==> config.mk <==
export PLATFORM = sky130hd
export DESIGN_NAME = nand_ecc_fixer
export DESIGN_NICKNAME = d
export VERILOG_FILES = /design/src/rtl/nef_pkg.sv /design/src/rtl/nef_classify.sv /design/src/rtl/nef_ctrl.sv /design/src/rtl/nef_stream.sv /design/src/rtl/nand_ecc_fixer.sv
export SDC_FILE = /design/constraint.sdc
export NUM_CORES = 1
export LEC_CHECK = 0
export BUFFER_PORTS_ARGS = -buffer_cell sky130_fd_sc_hd__clkbuf_2
export CAP_MARGIN = 20
export CORE_UTILIZATION = 40
export DETAILED_ROUTE_END_ITERATION = 8
export PLACE_DENSITY = 0.69
export SLEW_MARGIN = 25
export SYNTH_ARGS = -nofsm -noshare
export SYNTH_HDL_FRONTEND = slang
export SYNTH_HIERARCHICAL = 1
export SYNTH_SLANG_ARGS = --single-unit
==> constraint.sdc <==
create_clock -name clk -period 6.05 [get_ports clk]
set_input_delay 1.5125 -clock clk [delete_from_list [all_inputs] [get_ports clk]]
set_output_delay 1.5125 -clock clk [all_outputs]
set_load 0.01 [all_outputs]
==> src/rtl/nef_pkg.sv <==
package nef_pkg;
    localparam int SECTOR_BYTES = 512;
    localparam int IDX_W        = $clog2(SECTOR_BYTES);
    localparam int DATA_W       = 8;
    localparam int CODE_BYTES   = 3;
    localparam int CODE_W       = CODE_BYTES * DATA_W;
    localparam int PAIRS        = CODE_W / 2;
    localparam int BIT_W        = $clog2(DATA_W);

    typedef enum logic [1:0] {
        ST_CLEAN      = 2'b00,
        ST_DATA_FIXED = 2'b01,
        ST_CODE_ERR   = 2'b10,
        ST_UNCORR     = 2'b11
    } ecc_status_e;

    typedef struct packed {
        ecc_status_e            status;
        logic [IDX_W-1:0]       byte_idx;
        logic [BIT_W-1:0]       bit_idx;
    } ecc_result_t;
endpackage

==> src/rtl/nef_classify.sv <==
module nef_classify
    import nef_pkg::*;
(
    input  logic [CODE_W-1:0] stored_code,
    input  logic [CODE_W-1:0] calc_code,
    input  logic              waive_erased,
    output ecc_result_t       result
);
    logic [CODE_W-1:0] syn;
    logic [PAIRS-1:0]  odd_bits;
    logic [PAIRS-1:0]  pair_split;
    logic              is_zero;
    logic              is_erased;
    logic              all_split;
    logic              single_bit;

    assign syn = stored_code ^ calc_code;

    // Odd bit of pair p lands in slot p: slots 0..8 form the byte index,
    // slots 9..11 the bit index.
    for (genvar p = 0; p < PAIRS; p++) begin : g_pair
        assign odd_bits[p]   = syn[2*p+1];
        assign pair_split[p] = syn[2*p+1] ^ syn[2*p];
    end

    assign is_zero    = (syn == '0);
    assign is_erased  = (stored_code == {CODE_W{1'b1}});
    assign all_split  = &pair_split;
    assign single_bit = !is_zero && ((syn & (syn - 1'b1)) == '0);

    always_comb begin
        result = '0;
        if (is_zero || (is_erased && waive_erased)) begin
            result.status = ST_CLEAN;
        end else if (all_split) begin
            result.status   = ST_DATA_FIXED;
            result.byte_idx = odd_bits[IDX_W-1:0];
            result.bit_idx  = odd_bits[PAIRS-1:IDX_W];
        end else if (single_bit) begin
            result.status = ST_CODE_ERR;
        end else begin
            result.status = ST_UNCORR;
        end
    end
endmodule

==> src/rtl/nef_ctrl.sv <==
module nef_ctrl
    import nef_pkg::*;
(
    input  logic        clk,
    input  logic        rst_n,
    input  logic        start,
    input  ecc_result_t next_res,
    output ecc_result_t res_q,
    output logic        done
);
    typedef enum logic {
        CTL_IDLE,
        CTL_REPORT
    } ctl_state_e;

    ctl_state_e state, state_nxt;

    always_comb begin
        state_nxt = state;
        unique case (state)
            CTL_IDLE:   if (start) state_nxt = CTL_REPORT;
            CTL_REPORT: state_nxt = start ? CTL_REPORT : CTL_IDLE;
            default:    state_nxt = CTL_IDLE;
        endcase
    end

    always_ff @(posedge clk) begin
        if (!rst_n) state <= CTL_IDLE;
        else        state <= state_nxt;
    end

    always_ff @(posedge clk) begin
        if (!rst_n)     res_q <= '0;
        else if (start) res_q <= next_res;
    end

    assign done = (state == CTL_REPORT);

    p_done_follows_start_r7: assert property (@(posedge clk) disable iff (!rst_n)
        start |=> done);
    p_done_needs_start_r7: assert property (@(posedge clk) disable iff (!rst_n)
        done |-> $past(start));
    p_result_held_r7: assert property (@(posedge clk) disable iff (!rst_n)
        !start |=> $stable(res_q));
    p_idx_zero_unless_fixed_r4: assert property (@(posedge clk) disable iff (!rst_n)
        (res_q.status != ST_DATA_FIXED) |-> (res_q.byte_idx == '0 && res_q.bit_idx == '0));
endmodule

==> src/rtl/nef_stream.sv <==
module nef_stream
    import nef_pkg::*;
(
    input  logic              clk,
    input  logic              rst_n,
    input  logic              start,
    input  ecc_result_t       res,
    input  logic              in_valid,
    input  logic [DATA_W-1:0] in_data,
    output logic              out_valid,
    output logic [DATA_W-1:0] out_data
);
    logic [IDX_W-1:0]  pos;
    logic              hit;
    logic [DATA_W-1:0] flip_mask;

    always_ff @(posedge clk) begin
        if (!rst_n)        pos <= '0;
        else if (start)    pos <= '0;
        else if (in_valid) pos <= pos + 1'b1;
    end

    assign hit       = (res.status == ST_DATA_FIXED) && (pos == res.byte_idx);
    assign flip_mask = hit ? (DATA_W'(1) << res.bit_idx) : '0;

    always_ff @(posedge clk) begin
        if (!rst_n) begin
            out_valid <= 1'b0;
            out_data  <= '0;
        end else begin
            out_valid <= in_valid;
            if (in_valid) out_data <= in_data ^ flip_mask;
        end
    end

    p_latency_r8: assert property (@(posedge clk) disable iff (!rst_n)
        in_valid |=> out_valid);
    p_at_most_one_flip_r8: assert property (@(posedge clk) disable iff (!rst_n)
        out_valid |-> ($countones(out_data ^ $past(in_data)) <= 1));
    p_untouched_r9: assert property (@(posedge clk) disable iff (!rst_n)
        (out_valid && $past(res.status) != ST_DATA_FIXED) |-> (out_data == $past(in_data)));
endmodule

==> src/rtl/nand_ecc_fixer.sv <==
module nand_ecc_fixer
    import nef_pkg::*;
(
    input  logic              clk,
    input  logic              rst_n,
    input  logic              start,
    input  logic [CODE_W-1:0] stored_code,
    input  logic [CODE_W-1:0] calc_code,
    input  logic              waive_erased,
    output logic [1:0]        status,
    output logic [IDX_W-1:0]  byte_idx,
    output logic [BIT_W-1:0]  bit_idx,
    output logic              done,
    input  logic              in_valid,
    input  logic [DATA_W-1:0] in_data,
    output logic              out_valid,
    output logic [DATA_W-1:0] out_data
);
    ecc_result_t next_res;
    ecc_result_t res_q;

    nef_classify u_classify (
        .stored_code  (stored_code),
        .calc_code    (calc_code),
        .waive_erased (waive_erased),
        .result       (next_res)
    );

    nef_ctrl u_ctrl (
        .clk      (clk),
        .rst_n    (rst_n),
        .start    (start),
        .next_res (next_res),
        .res_q    (res_q),
        .done     (done)
    );

    nef_stream u_stream (
        .clk       (clk),
        .rst_n     (rst_n),
        .start     (start),
        .res       (res_q),
        .in_valid  (in_valid),
        .in_data   (in_data),
        .out_valid (out_valid),
        .out_data  (out_data)
    );

    assign status   = res_q.status;
    assign byte_idx = res_q.byte_idx;
    assign bit_idx  = res_q.bit_idx;

    p_reset_quiet_r10: assert property (@(posedge clk)
        !rst_n |=> (!done && !out_valid && status == 2'b00));
endmodule

# ---- Word level (Yosys, flattened, before mapping)
# Index checks and enable logic that the tools add are counted.
dict set report op_classes {
  n_addsub 2
  eq_ne 3
  shifts 1
  n_mux 7
  n_bitwise 16
  reduce_logical 9
}
# operator count
set op_table {}
lappend op_table {{logical NOT 24 bit} 2}
lappend op_table {{AND 24 bit} 1}
lappend op_table {{equality test 24 bit, second input constant} 1}
lappend op_table {{2-to-1 mux 12 bit} 2}
lappend op_table {{subtractor 24 x 1 -> 24 bit, second input constant} 1}
lappend op_table {{XOR 24 bit} 1}
lappend op_table {{AND reduction 12 bit} 1}
lappend op_table {{XOR 1 bit} 12}
lappend op_table {{adder 9 x 1 -> 9 bit, second input constant} 1}
lappend op_table {{equality test 9 bit} 1}
lappend op_table {{2-to-1 mux 8 bit} 1}
lappend op_table {{<< shifter 1 x 3 -> 8 bit, first input constant} 1}
lappend op_table {{XOR 8 bit} 1}
lappend op_table {{2-to-1 mux 2 bit} 2}
lappend op_table {{logical AND 1 bit} 3}
lappend op_table {{equality test 2 x 1 -> 1 bit, second input constant} 1}
lappend op_table {{2-to-1 mux 1 bit} 2}
lappend op_table {{OR reduction 2 bit} 1}
lappend op_table {{logical NOT 1 bit} 1}
lappend op_table {{logical OR 1 bit} 1}
lappend op_table {{inverter 1 bit} 1}
dict set report word_totals {
  regBits 33
  inputBits 61
  word_cells 45
}

# ---- Longest topological paths before layout
dict set report logic_depth {
  ltp_word 8
  ltp_mapped 12
  mapped_depth_nobuf 12
}

# ---- By module
# Netlist, hierarchy kept.
# mod n_inst cells_each area_each_um2
set modules_own_cells {}
lappend modules_own_cells {nef_stream 1 142 1229.9}
lappend modules_own_cells {nef_classify 1 162 1196.1}
lappend modules_own_cells {nef_ctrl 1 47 570.5}

# ---- Worst setup path after synthesis
# No wires, ideal clock.
dict set report synth_timing {
  kind {in2reg}
  start {input calc_code[13]}
  end {register u_ctrl/res_q[12] (netlist name)}
  arrival_time_ps 3380
  t_required_ps 5934
  slack_ps 2553
  path_stages 12
  path_cell_list {xor2_1 -> inv_1 -> ha_1 -> nand4_1 -> nor3_1 -> nor4_1 -> o2111a_1 -> o2111ai_1 -> a211oi_2 -> a21oi_1 -> mux2i_1 -> nor2b_1}
}
# element line
set synth_rtl {}
lappend synth_rtl {{start: declaration} nand_ecc_fixer.sv:8} ;# input logic [CODE_W-1:0] calc_code,

==> flow_metrics.env <==
export IMPL_cp_cell_sequence="clkbuf_2, xor2_1, inv_1, ha_1, nand4_1, nor3_1, nor4_1, o2111a_1, o2111ai_1, a211oi_2, a21oi_1, mux2i_1, nor2b_1"
export IMPL_htreeDepth=2
export IMPL_fmax_mhz=259.2
export IMPL_io_pins=85
export IMPL_holdWs_ns=0.5571
export IMPL_power_density_nw_per_um2=160.7
export IMPL_worstSetupPathType="in2reg"
export IMPL_hpwlAfterDp_microns=6271
export IMPL_drive_gt1_share_pct=29.14
export IMPL_crit_buf_inv=2
export IMPL_p_total_uw=565.9
export IMPL_final_cell_mix="clkbuf_2 (84), dfxtp_1 (33), nand3_1 (24)"
export IMPL_setup_viol=0
export IMPL_fin_nets=506
export IMPL_route_detailed_drc=0
export IMPL_syn_area_per_cell_sq_um=8.537
export IMPL_final_setup_tns_ns=0
export IMPL_worst_pin_slew_ns=0.8723
export IMPL_root_buffer="clkbuf_8"
export IMPL_cts_tree="built"
export IMPL_die_area_sq_um=7842
export IMPL_mostFrequentLayoutCell="clkbuf_2"
export IMPL_dpl_worst_slack_ns=1.926
export IMPL_clk_pin_slew_worst_paths_ns=0.07
export IMPL_yosysWarnings=6
export IMPL_crit_path_max_fanout=6
export IMPL_wl_per_cell_microns=15.03
export IMPL_ys_seq_area_share_pct=22.05
export IMPL_end_kind="register"
export IMPL_grt_max_degree=48
export IMPL_io_buffers=84
export IMPL_start_kind="input pin"
export IMPL_vdd_ir_drop_max_mv=0.06582
export IMPL_clock_latency_ns=0.29
export IMPL_yosysTopAreaCell="dfxtp_1"
export IMPL_arrival_ns=4.04
export IMPL_synthCells=351
export IMPL_diodes=0
export IMPL_status="finished, final reports clean"
export IMPL_max_slew_margin_rel_pct=41.41
export IMPL_initial_core_util_pct=41.31
export IMPL_n_fill_cell=737
export IMPL_syn_nets=429
export IMPL_die_h_microns=88.56
export IMPL_cts_inserted_buffers=5
export IMPL_ys_ff_latch=33
export IMPL_wl_microns=7937
export IMPL_gp_congestion=0.9389
export IMPL_min_period_ns=3.859
export IMPL_cp_required_ns=6.23
export IMPL_clock_path_buffers=2
export IMPL_utilization_pct=48.56
export IMPL_grt_overflow_total=0
export IMPL_regToRegSetupSlack_ns=4.22
export IMPL_detail_route_antenna_nets=0
export IMPL_synth_distinct_cells=58
export IMPL_maxCapViolCount=0
export IMPL_clock_skew_ns=0.005713
export IMPL_ys_top_cells_by_area="dfxtp_1 (22%), ha_1 (7.1%), xor2_1 (6.4%)"
export IMPL_syn_to_final_growth_pct=17.54
export IMPL_report_final_hold_viol_count=0
export IMPL_grt_pass1_vias=2593
export IMPL_rows=31
export IMPL_rsz0062_at_grt="no"
export IMPL_first_pass_iters=5
export IMPL_grt_usage_pct=20.42
export IMPL_cts_sinks=33
export IMPL_coreArea_sq_um=7253
export IMPL_drt_iter0_markers=143
export IMPL_synth_area_sq_um=2997
export IMPL_crit_slowest_cell="xor2_1"
export IMPL_grt_pass1_wl_microns=12450
export IMPL_post_cts_buffers=0
export IMPL_crit_reg2reg_launch="u_stream/pos[5]$_SDFFE_PP0P_"
export IMPL_via_count=2958
export IMPL_hold_start="u_ctrl/res_q[8]$_SDFFE_PN0P_"
export IMPL_p_leak_uw=0.001618
export IMPL_crit_family="compound AO/OA/AOI/OAI gates"
export IMPL_yosysTopAreaCellShare_pct=22.05
export IMPL_drv_slew=0
export IMPL_cts_hold_buf=0
export IMPL_worstHoldPathType="reg2reg"
export IMPL_post_route_period_util_pct=63.78
export IMPL_worst_slack_ns=2.191
export IMPL_die_x_microns=88.56
export IMPL_antenna_found_initial=0
export IMPL_viasPerCell=5.602
export IMPL_cp_slowest_stage_delay_ns=0.40
export IMPL_cts_resized=0
export IMPL_worstSetupStartpoint="stored_code[13]"
-- final timing paths --
check	end	depth (start not counted)
worst max-delay path	u_ctrl/res_q[12]$_SDFFE_PN0P_	13
worst min-delay path	u_ctrl/res_q[8]$_SDFFE_PN0P_	2
worst max register to register	u_stream/out_data[4]$_SDFFE_PN0P_	4
worst min register to register	u_ctrl/res_q[8]$_SDFFE_PN0P_	2
-- power breakdown --
part	internal (uW)	leakage (uW)	switching [uW]
registers	224	0.000269	4.46
clock network	79.6	0.0000450	80.2
logic	71.9	0.00130	106
-- metal layers --
metal	track usage (%)	part of all wire (%)
met5	0	0
met4	8.798	2.8
met3	2.799	5.3
met2	33.78	47
met1	26.55	45
-- cell families (layout without fill, tap and decap cells) --
kind of cell | after synthesis | in the layout | synth area share, %
AND/OR/NAND/NOR | 162 | 162 | 32.82
buffers and inverters | 31 | 109 | 5.512
XOR/XNOR | 39 | 39 | 13.53
adder cells (fa/ha/maj) | 18 | 18 | 7.432
multiplexers | 15 | 15 | 5.010
flip-flops | 33 | 33 | 22.05
AO/OA/AOI/OAI | 53 | 53 | 13.65
-- cell usage after synthesis, drive strengths merged --
| library cell | instances |
|---|---|
| ha | 17 |
| o21ai | 8 |
| a21o | 1 |
| maj3 | 1 |
| inv | 17 |
| and2 | 4 |
| nor2 | 27 |
| or3 | 5 |
| a2111oi | 2 |
| nand2 | 23 |
| o41ai | 1 |
| a211oi | 1 |
| a21boi | 2 |
| nor3 | 8 |
| nor4 | 9 |
| o221ai | 1 |
| xnor2 | 17 |
| a31oi | 3 |
| o22ai | 1 |
| o31a | 2 |
| nand4 | 21 |
| and3 | 2 |
| nand3 | 24 |
| xor2 | 22 |
| nor4b | 1 |
| o2111a | 1 |
| o21bai | 1 |
| clkbuf | 7 |
| a311oi | 1 |
| mux2i | 15 |
| o211ai | 1 |
| and4b | 8 |
| a31o | 8 |
| o32ai | 1 |
| a41oi | 6 |
| nand2b | 3 |
| dfxtp | 33 |
| a21oi | 11 |
| o2111ai | 1 |
| and4 | 2 |
| nor2b | 18 |
| and3b | 7 |
| buf | 7 |
-- flip-flops by register name, summed over array words and instances (netlist names) --
register,count
u_ctrl/done,1
u_ctrl/res_q,14
u_stream/out_data,8
u_stream/out_valid,1
u_stream/pos,9
-- worst register-to-register path, delay by kind of cell (launching register included) --
kind	cells	cell delay, ns
flops	1	0.36
simple gates	2	0.87
xor+xnor	1	0.20
compound gates	1	0.28
-- cell type report --
type,count,area (sq um),area share [%]
Clock buffer,6,72.57,2.060
Clock inverter,2,10.01,0.2842
Inverter,17,63.81,1.812
Multi-Input combinational cell,287,2171,61.63
Sequential cell,33,660.6,18.76
Tap cell,99,123.9,3.517
Timing Repair Buffer,84,420.4,11.94
-- per-stage QoR --
| step | cells | area, sq um |
|---|---|---|
| 4_1_cts | 528 | 3522 |
| 3_3_place_gp | 520 | 3440 |
| 2_1_floorplan | 351 | 2997 |
| 5_1_grt | 528 | 3522 |
| 6_report | 528 | 3522 |
| 3_5_place_dp | 520 | 3440 |
(Power assumes the default switching activity.)
